## config.mk

```make
export PLATFORM = sky130hd
export DESIGN_NAME = line_state_det
export DESIGN_NICKNAME = d
export VERILOG_FILES = /design/src/rtl/lsd_pkg.sv /design/src/rtl/lsd_classify.sv /design/src/rtl/lsd_tracker.sv /design/src/rtl/lsd_history.sv /design/src/rtl/line_state_det.sv
export SDC_FILE = /design/constraint.sdc
export NUM_CORES = 1
export LEC_CHECK = 0
export BUFFER_PORTS_ARGS = -buffer_cell sky130_fd_sc_hd__buf_2
export CORE_MARGIN = 4
export CORE_UTILIZATION = 53
export CTS_CLUSTER_SIZE = 30
export DETAILED_ROUTE_END_ITERATION = 10
export GPL_TIMING_DRIVEN = 0
export MAX_ROUTING_LAYER = met4
export PLACE_DENSITY = 0.85
export REMOVE_ABC_BUFFERS = 1
export SYNTH_ARGS = -nofsm -noshare
export SYNTH_HDL_FRONTEND = slang
export SYNTH_HIERARCHICAL = 1
export SYNTH_SLANG_ARGS = --single-unit
```

## constraint.sdc

```tcl
create_clock -name clk -period 4.3 [get_ports clk]
set_clock_uncertainty 0.05 [all_clocks]
set_input_delay 0.86 -clock clk [delete_from_list [all_inputs] [get_ports clk]]
set_output_delay 0.86 -clock clk [all_outputs]
set_load 0.005 [all_outputs]
```

## src/rtl/lsd_pkg.sv

```systemverilog
package lsd_pkg;
  localparam int SYM_W  = 5;
  localparam int PAIR_W = 2 * SYM_W;
  localparam int NUM_LS = 6;

  localparam logic [SYM_W-1:0] SYM_IDLE  = 5'b11111;
  localparam logic [SYM_W-1:0] SYM_HALT  = 5'b00100;
  localparam logic [SYM_W-1:0] SYM_QUIET = 5'b00000;
  localparam logic [SYM_W-1:0] SYM_J     = 5'b11000;
  localparam logic [SYM_W-1:0] SYM_K     = 5'b10001;

  typedef enum logic [2:0] {
    LS_NOISE  = 3'd0,
    LS_ACTIVE = 3'd1,
    LS_IDLE   = 3'd2,
    LS_SUPER  = 3'd3,
    LS_HALT   = 3'd4,
    LS_QUIET  = 3'd5
  } line_state_e;

  typedef enum logic [2:0] {
    PC_OTHER = 3'd0,
    PC_IDLE  = 3'd1,
    PC_HALT  = 3'd2,
    PC_QUIET = 3'd3,
    PC_JK    = 3'd4
  } pair_class_e;

  function automatic line_state_e run_state(input pair_class_e c);
    case (c)
      PC_IDLE:  return LS_IDLE;
      PC_HALT:  return LS_HALT;
      PC_QUIET: return LS_QUIET;
      default:  return LS_NOISE;
    endcase
  endfunction
endpackage

```

## src/rtl/lsd_classify.sv

```systemverilog
module lsd_classify
  import lsd_pkg::*;
(
  input  logic [PAIR_W-1:0] pair,
  output pair_class_e       cls
);
  logic [SYM_W-1:0] first_sym, second_sym;
  assign first_sym  = pair[PAIR_W-1:SYM_W];
  assign second_sym = pair[SYM_W-1:0];

  always_comb begin
    cls = PC_OTHER;
    if (first_sym == SYM_J && second_sym == SYM_K)
      cls = PC_JK;
    else if (first_sym == second_sym) begin
      case (first_sym)
        SYM_IDLE:  cls = PC_IDLE;
        SYM_HALT:  cls = PC_HALT;
        SYM_QUIET: cls = PC_QUIET;
        default:   cls = PC_OTHER;
      endcase
    end
  end
endmodule

```

## src/rtl/lsd_tracker.sv

```systemverilog
module lsd_tracker
  import lsd_pkg::*;
#(
  parameter int RUN_LEN   = 16,
  parameter int SUPER_LEN = 8
) (
  input  logic        clk,
  input  logic        rst,
  input  logic        vld,
  input  pair_class_e cls,
  output line_state_e state_q,
  output line_state_e state_d,
  output logic        enter,
  output logic        fs_q
);
  localparam int CW = $clog2(RUN_LEN + 1);
  localparam logic [CW-1:0] RUN_MAX  = CW'(RUN_LEN);
  localparam logic [CW-1:0] RUN_LAST = CW'(RUN_LEN - 1);
  localparam logic [CW-1:0] SUP_MAX  = CW'(SUPER_LEN);

  logic [CW-1:0] cnt_q, cnt_d, cnt_inc, cnt_run;
  pair_class_e   last_q;
  logic          fs_d, run_cls, idle_fam, done, same_kind;

  assign run_cls  = (cls == PC_IDLE) || (cls == PC_HALT) || (cls == PC_QUIET);
  assign idle_fam = (state_q == LS_IDLE) || (state_q == LS_SUPER);
  assign cnt_inc  = (cnt_q == RUN_MAX) ? cnt_q : cnt_q + 1'b1;
  assign cnt_run  = !run_cls ? '0 : ((cls == last_q) ? cnt_inc : CW'(1));
  assign done     = run_cls && (cls == last_q) && (cnt_q == RUN_LAST);

  always_comb begin
    case (state_q)
      LS_IDLE, LS_SUPER: same_kind = (cls == PC_IDLE);
      LS_HALT:           same_kind = (cls == PC_HALT);
      LS_QUIET:          same_kind = (cls == PC_QUIET);
      default:           same_kind = 1'b1;
    endcase
  end

  always_comb begin
    state_d = state_q;
    cnt_d   = cnt_q;
    fs_d    = 1'b0;
    if (vld) begin
      cnt_d = cnt_run;
      if (cls == PC_JK) begin
        if (idle_fam || state_q == LS_ACTIVE) begin
          state_d = LS_ACTIVE;
          fs_d    = 1'b1;
        end else begin
          state_d = LS_NOISE;
        end
      end else if (done && !(cls == PC_IDLE && idle_fam)) begin
        state_d = run_state(cls);
        if (cls == PC_IDLE) cnt_d = '0;
      end else if (cls == PC_IDLE && state_q == LS_IDLE && cnt_run == SUP_MAX) begin
        state_d = LS_SUPER;
      end else if (state_q != LS_ACTIVE && !same_kind) begin
        state_d = LS_NOISE;
      end
    end
  end

  assign enter = vld && (state_d != state_q);

  always_ff @(posedge clk) begin
    if (rst) begin
      state_q <= LS_NOISE;
      cnt_q   <= '0;
      last_q  <= PC_OTHER;
      fs_q    <= 1'b0;
    end else begin
      state_q <= state_d;
      cnt_q   <= cnt_d;
      fs_q    <= fs_d;
      if (vld) last_q <= cls;
    end
  end
endmodule

```

## src/rtl/lsd_history.sv

```systemverilog
module lsd_history
  import lsd_pkg::*;
#(
  parameter int NBITS = NUM_LS
) (
  input  logic             clk,
  input  logic             rst,
  input  logic             enter,
  input  line_state_e      new_state,
  input  logic             clr_we,
  input  logic [NBITS-1:0] clr_bits,
  input  logic             mask_we,
  input  logic [NBITS-1:0] mask_bits,
  output logic [NBITS-1:0] hist_q,
  output logic [NBITS-1:0] mask_q,
  output logic             irq_q
);
  logic [NBITS-1:0] hist_d, mask_d;

  for (genvar i = 0; i < NBITS; i++) begin : g_bit
    logic set_i, clr_i;
    assign set_i     = enter && (new_state == line_state_e'(i));
    assign clr_i     = clr_we && clr_bits[i];
    assign hist_d[i] = set_i || (hist_q[i] && !clr_i);
  end

  assign mask_d = mask_we ? mask_bits : mask_q;

  always_ff @(posedge clk) begin
    if (rst) begin
      hist_q <= '0;
      mask_q <= '0;
      irq_q  <= 1'b0;
    end else begin
      hist_q <= hist_d;
      mask_q <= mask_d;
      irq_q  <= |(hist_d & mask_d);
    end
  end
endmodule

```

## src/rtl/line_state_det.sv

```systemverilog
module line_state_det
  import lsd_pkg::*;
#(
  parameter int RUN_LEN   = 16,
  parameter int SUPER_LEN = 8
) (
  input  logic              clk,
  input  logic              rst,
  input  logic              pair_vld,
  input  logic [PAIR_W-1:0] pair_code,
  input  logic              hist_clr_we,
  input  logic [NUM_LS-1:0] hist_clr_bits,
  input  logic              mask_we,
  input  logic [NUM_LS-1:0] mask_bits,
  output logic [2:0]        line_state,
  output logic              frame_start,
  output logic [NUM_LS-1:0] hist,
  output logic [NUM_LS-1:0] mask,
  output logic              irq
);
  pair_class_e cls;
  line_state_e st_q, st_d;
  logic        enter;

  lsd_classify u_cls (
    .pair (pair_code),
    .cls  (cls)
  );

  lsd_tracker #(.RUN_LEN(RUN_LEN), .SUPER_LEN(SUPER_LEN)) u_trk (
    .clk     (clk),
    .rst     (rst),
    .vld     (pair_vld),
    .cls     (cls),
    .state_q (st_q),
    .state_d (st_d),
    .enter   (enter),
    .fs_q    (frame_start)
  );

  lsd_history #(.NBITS(NUM_LS)) u_hist (
    .clk       (clk),
    .rst       (rst),
    .enter     (enter),
    .new_state (st_d),
    .clr_we    (hist_clr_we),
    .clr_bits  (hist_clr_bits),
    .mask_we   (mask_we),
    .mask_bits (mask_bits),
    .hist_q    (hist),
    .mask_q    (mask),
    .irq_q     (irq)
  );

  assign line_state = st_q;
endmodule

```

==> reports/qor.txt <==
Hold WS = 472 ps
Final core utilization = 0.659
Area growth, synth to finish = 18.0%
Mux contribution to synthesized area = 0.0655
Crit Path Category = in -> reg
GRT Resource Usage Total = 0.204
Final hold violations = 0
Global-route wire length before repair = 6760 µm
Routed Antenna Nets = 0
Result of the run = complete, no violations
Layout Cells excl Fill = 296
Fin. max-slew vios = 0
Die height = 65.0 µm
CP top delay family = compound AO/OA/AOI/OAI gates
Synth Area in Adders = 0.0218
Min Tclk post-route = 4090 ps
Clock transition at the registers of the reported paths = 160 ps
Initial antenna violation count = 0
DRT Pass-1 Iters = 4
Dominant cells by area after synthesis = dfxtp_1, nor2_1, mux2i_1
Yosys warning count = 6
Cell Area, Synth = 1720 µm²
# H-tree levels = 1
Root Buffer = clkbuf_4
Placed cell count = 287
Largest net degree at the start of global routing = 26
Seq cells post-synth = 25
WP data arrival = 4330 ps
Sequential area share after synthesis = 0.291
Vias in the first global route = 1542
Core ar. = 3080 µm²
Max Clock Freq = 245 MHz
Clk buf depth = 2
Worst skew pair latency = 330 ps
Post-synth EDFFs = 0
Cell accounting for the most synthesized area = dfxtp_1
DRT iter0 DRCs = 103
Synth Area in Simple Gates = 0.293
HP Class = reg -> reg
Initial Util = 0.559
# hold bufs at CTS = 0
Max stage delay on crit path = 580 ps
# setup viols final = 0
Worst Tran Pin Value = 470 ps
Diodes inserted = 0
Crit. End Element = register
Total Nets Final = 283
Mean Syn Cell Area = 8.15 µm²
Seq. cell area = 500 µm²
Routed WL per cell = 14.1 µm
Maximum vdd drop = 214 µV
Detailed placement HPWL = 3080 µm
Post-Synth XOR/XNOR Area = 0.0655
DRC viols = 0
Final WL = 4160 µm
Fill count = 255
GP Congestion = 0.817
Top Ports = 44
Global route overflow = 0
CTS tree = done
Mapped Cells = 211
Share of cells above drive strength 1 = 0.266
Max cap viols = 0
Asr flop ratio synth = 0
Largest family of logic cells by synthesized area = simple AND/OR/NAND/NOR gates
DIE WIDTH = 65.0 µm
Post-Route Setup TNS = 0 ps
Routed vias = 1715
Worst slew margin = 0.687
Most used DFF post-synth = dfxtp_1
Share of the synthesized area in the top cell type = 0.291
Fin crit share = 0.951
Crit path max fanout = 10
PD cells = 200 nW/µm²
Multi-input gate area = 1150 µm²
Netlist cell types = 59
Total CTS buffers = 3
Port Buffer Count = 43
CTS sink count = 25
Die ar. = 4220 µm²
Crit path buf inv count = 1
Leak = 0.839 nW
Compound-Gate Fraction of Synth Area = 0.208
Total Power = 0.000406 W
Cell chain of the critical path = buf_2, xnor2_1, nand3_1, a211oi_4, xor2_1, nor3_1, a211oi_1, or4_4, a211oi_1, o31a_1, nor2b_1, a22oi_1, o22ai_1, o31a_1
Crit path required time = 4540 ps
CP Launch Type = input port
Via density = 5.79
Row count = 20
Critical path's slowest cell = or4_4
report_power, final:
group	switching (W)	internal [W]	leakage, nW
sequential	0.00000171	0.000235	0.202
combinational	0.0000296	0.0000227	0.618
clock	0.0000790	0.0000379	0.0183
final timing paths:
kind | depth (start not counted) | slack [ps] | endpoint | start
max | 14 | 210 | u_hist/irq_q | pair_code[5]
min | 2 | 470 | u_hist/hist_q[3] | u_hist/hist_q[3]
max reg2reg | 13 | 690 | u_hist/irq_q | u_trk/cnt_q[1]
min reg2reg | 2 | 470 | u_hist/hist_q[3] | u_hist/hist_q[3]
cell type report:
cell class	count	share of cell area
multi-input combinational	165	0.568
sequential	25	0.247
timing repair buffer	48	0.125
tap	44	0.0271
inverter	10	0.0185
clock buffer	3	0.0111
clock inverter	1	0.00432
cell families (layout without fill, tap and decap cells):
logic type,count (synthesis),count (layout)
buffers and inverters,21,62
muxes,10,10
AOI/OAI and AO/OA,49,49
xor gates and xnor gates,12,12
adders and majority gates,3,3
and+or+nand+nor,91,91
DFF,25,25
flip-flops by register name (all words and copies together), names as in the netlist:
register	count
u_hist/mask_q	6
u_trk/cnt_q	5
u_hist/irq_q	1
u_hist/hist_q	6
u_trk/state_q	3
u_trk/last_q	3
u_trk/fs_q	1
what timing repair did:
item,4_1_cts,5_1_grt
setup buffers,0,5
gates resized for setup,2,2
endpoints found under the setup margin,1,1
pin swaps,0,2
synthesized netlist by cell type, types with 4 or more instances:
library cell  number
nor2_1            26
dfxtp_1           25
nand2_1           20
inv_1              9
mux2i_1            9
a21oi_1            7
nand3_1            7
o21ai_0            7
nor2b_1            6
xnor2_1            6
clkbuf_1           5
xor2_1             5
nand2b_1           4
nand3b_1           4
routing by layer:
| metal | track usage | part of all wire | up-vias |
|---|---|---|---|
| li1 | - | - | 852 |
| met1 | 0.272 | 0.45 | 811 |
| met2 | 0.315 | 0.49 | 50 |
| met3 | 0.0399 | 0.059 | 2 |
| met4 | 0.0554 | 0.0050 | 0 |
| met5 | - | 0 | - |
layout by cell type (no fill, tap or decap), drive strengths merged, types with 4 or more instances in the layout:
cell type | netlist | final
buf | 6 | 48
a21oi | 8 | 8
nand2 | 20 | 20
nor2b | 6 | 6
nand2b | 4 | 4
o21ai | 10 | 10
nor2 | 26 | 26
nand3b | 4 | 4
xor2 | 5 | 5
inv | 10 | 11
nand3 | 7 | 7
dfxtp | 25 | 25
a211oi | 4 | 4
mux2i | 9 | 9
xnor2 | 7 | 7
through the flow:
step | instance area [µm²] | setup WS [ps]
2_1_floorplan | 1660 | 269
3_3_place_gp | 1930 | -320
3_5_place_dp | 1930 | -387
4_1_cts | 1980 | 159
5_1_grt | 2030 | -10.6
6_report | 2030 | 210
worst min-delay path: stages (launching register included):
cell and delay (ps):
dfxtp_1 350, nand2_1 80, a21oi_1 60
No activity file was read; power rests on OpenSTA's default activity.
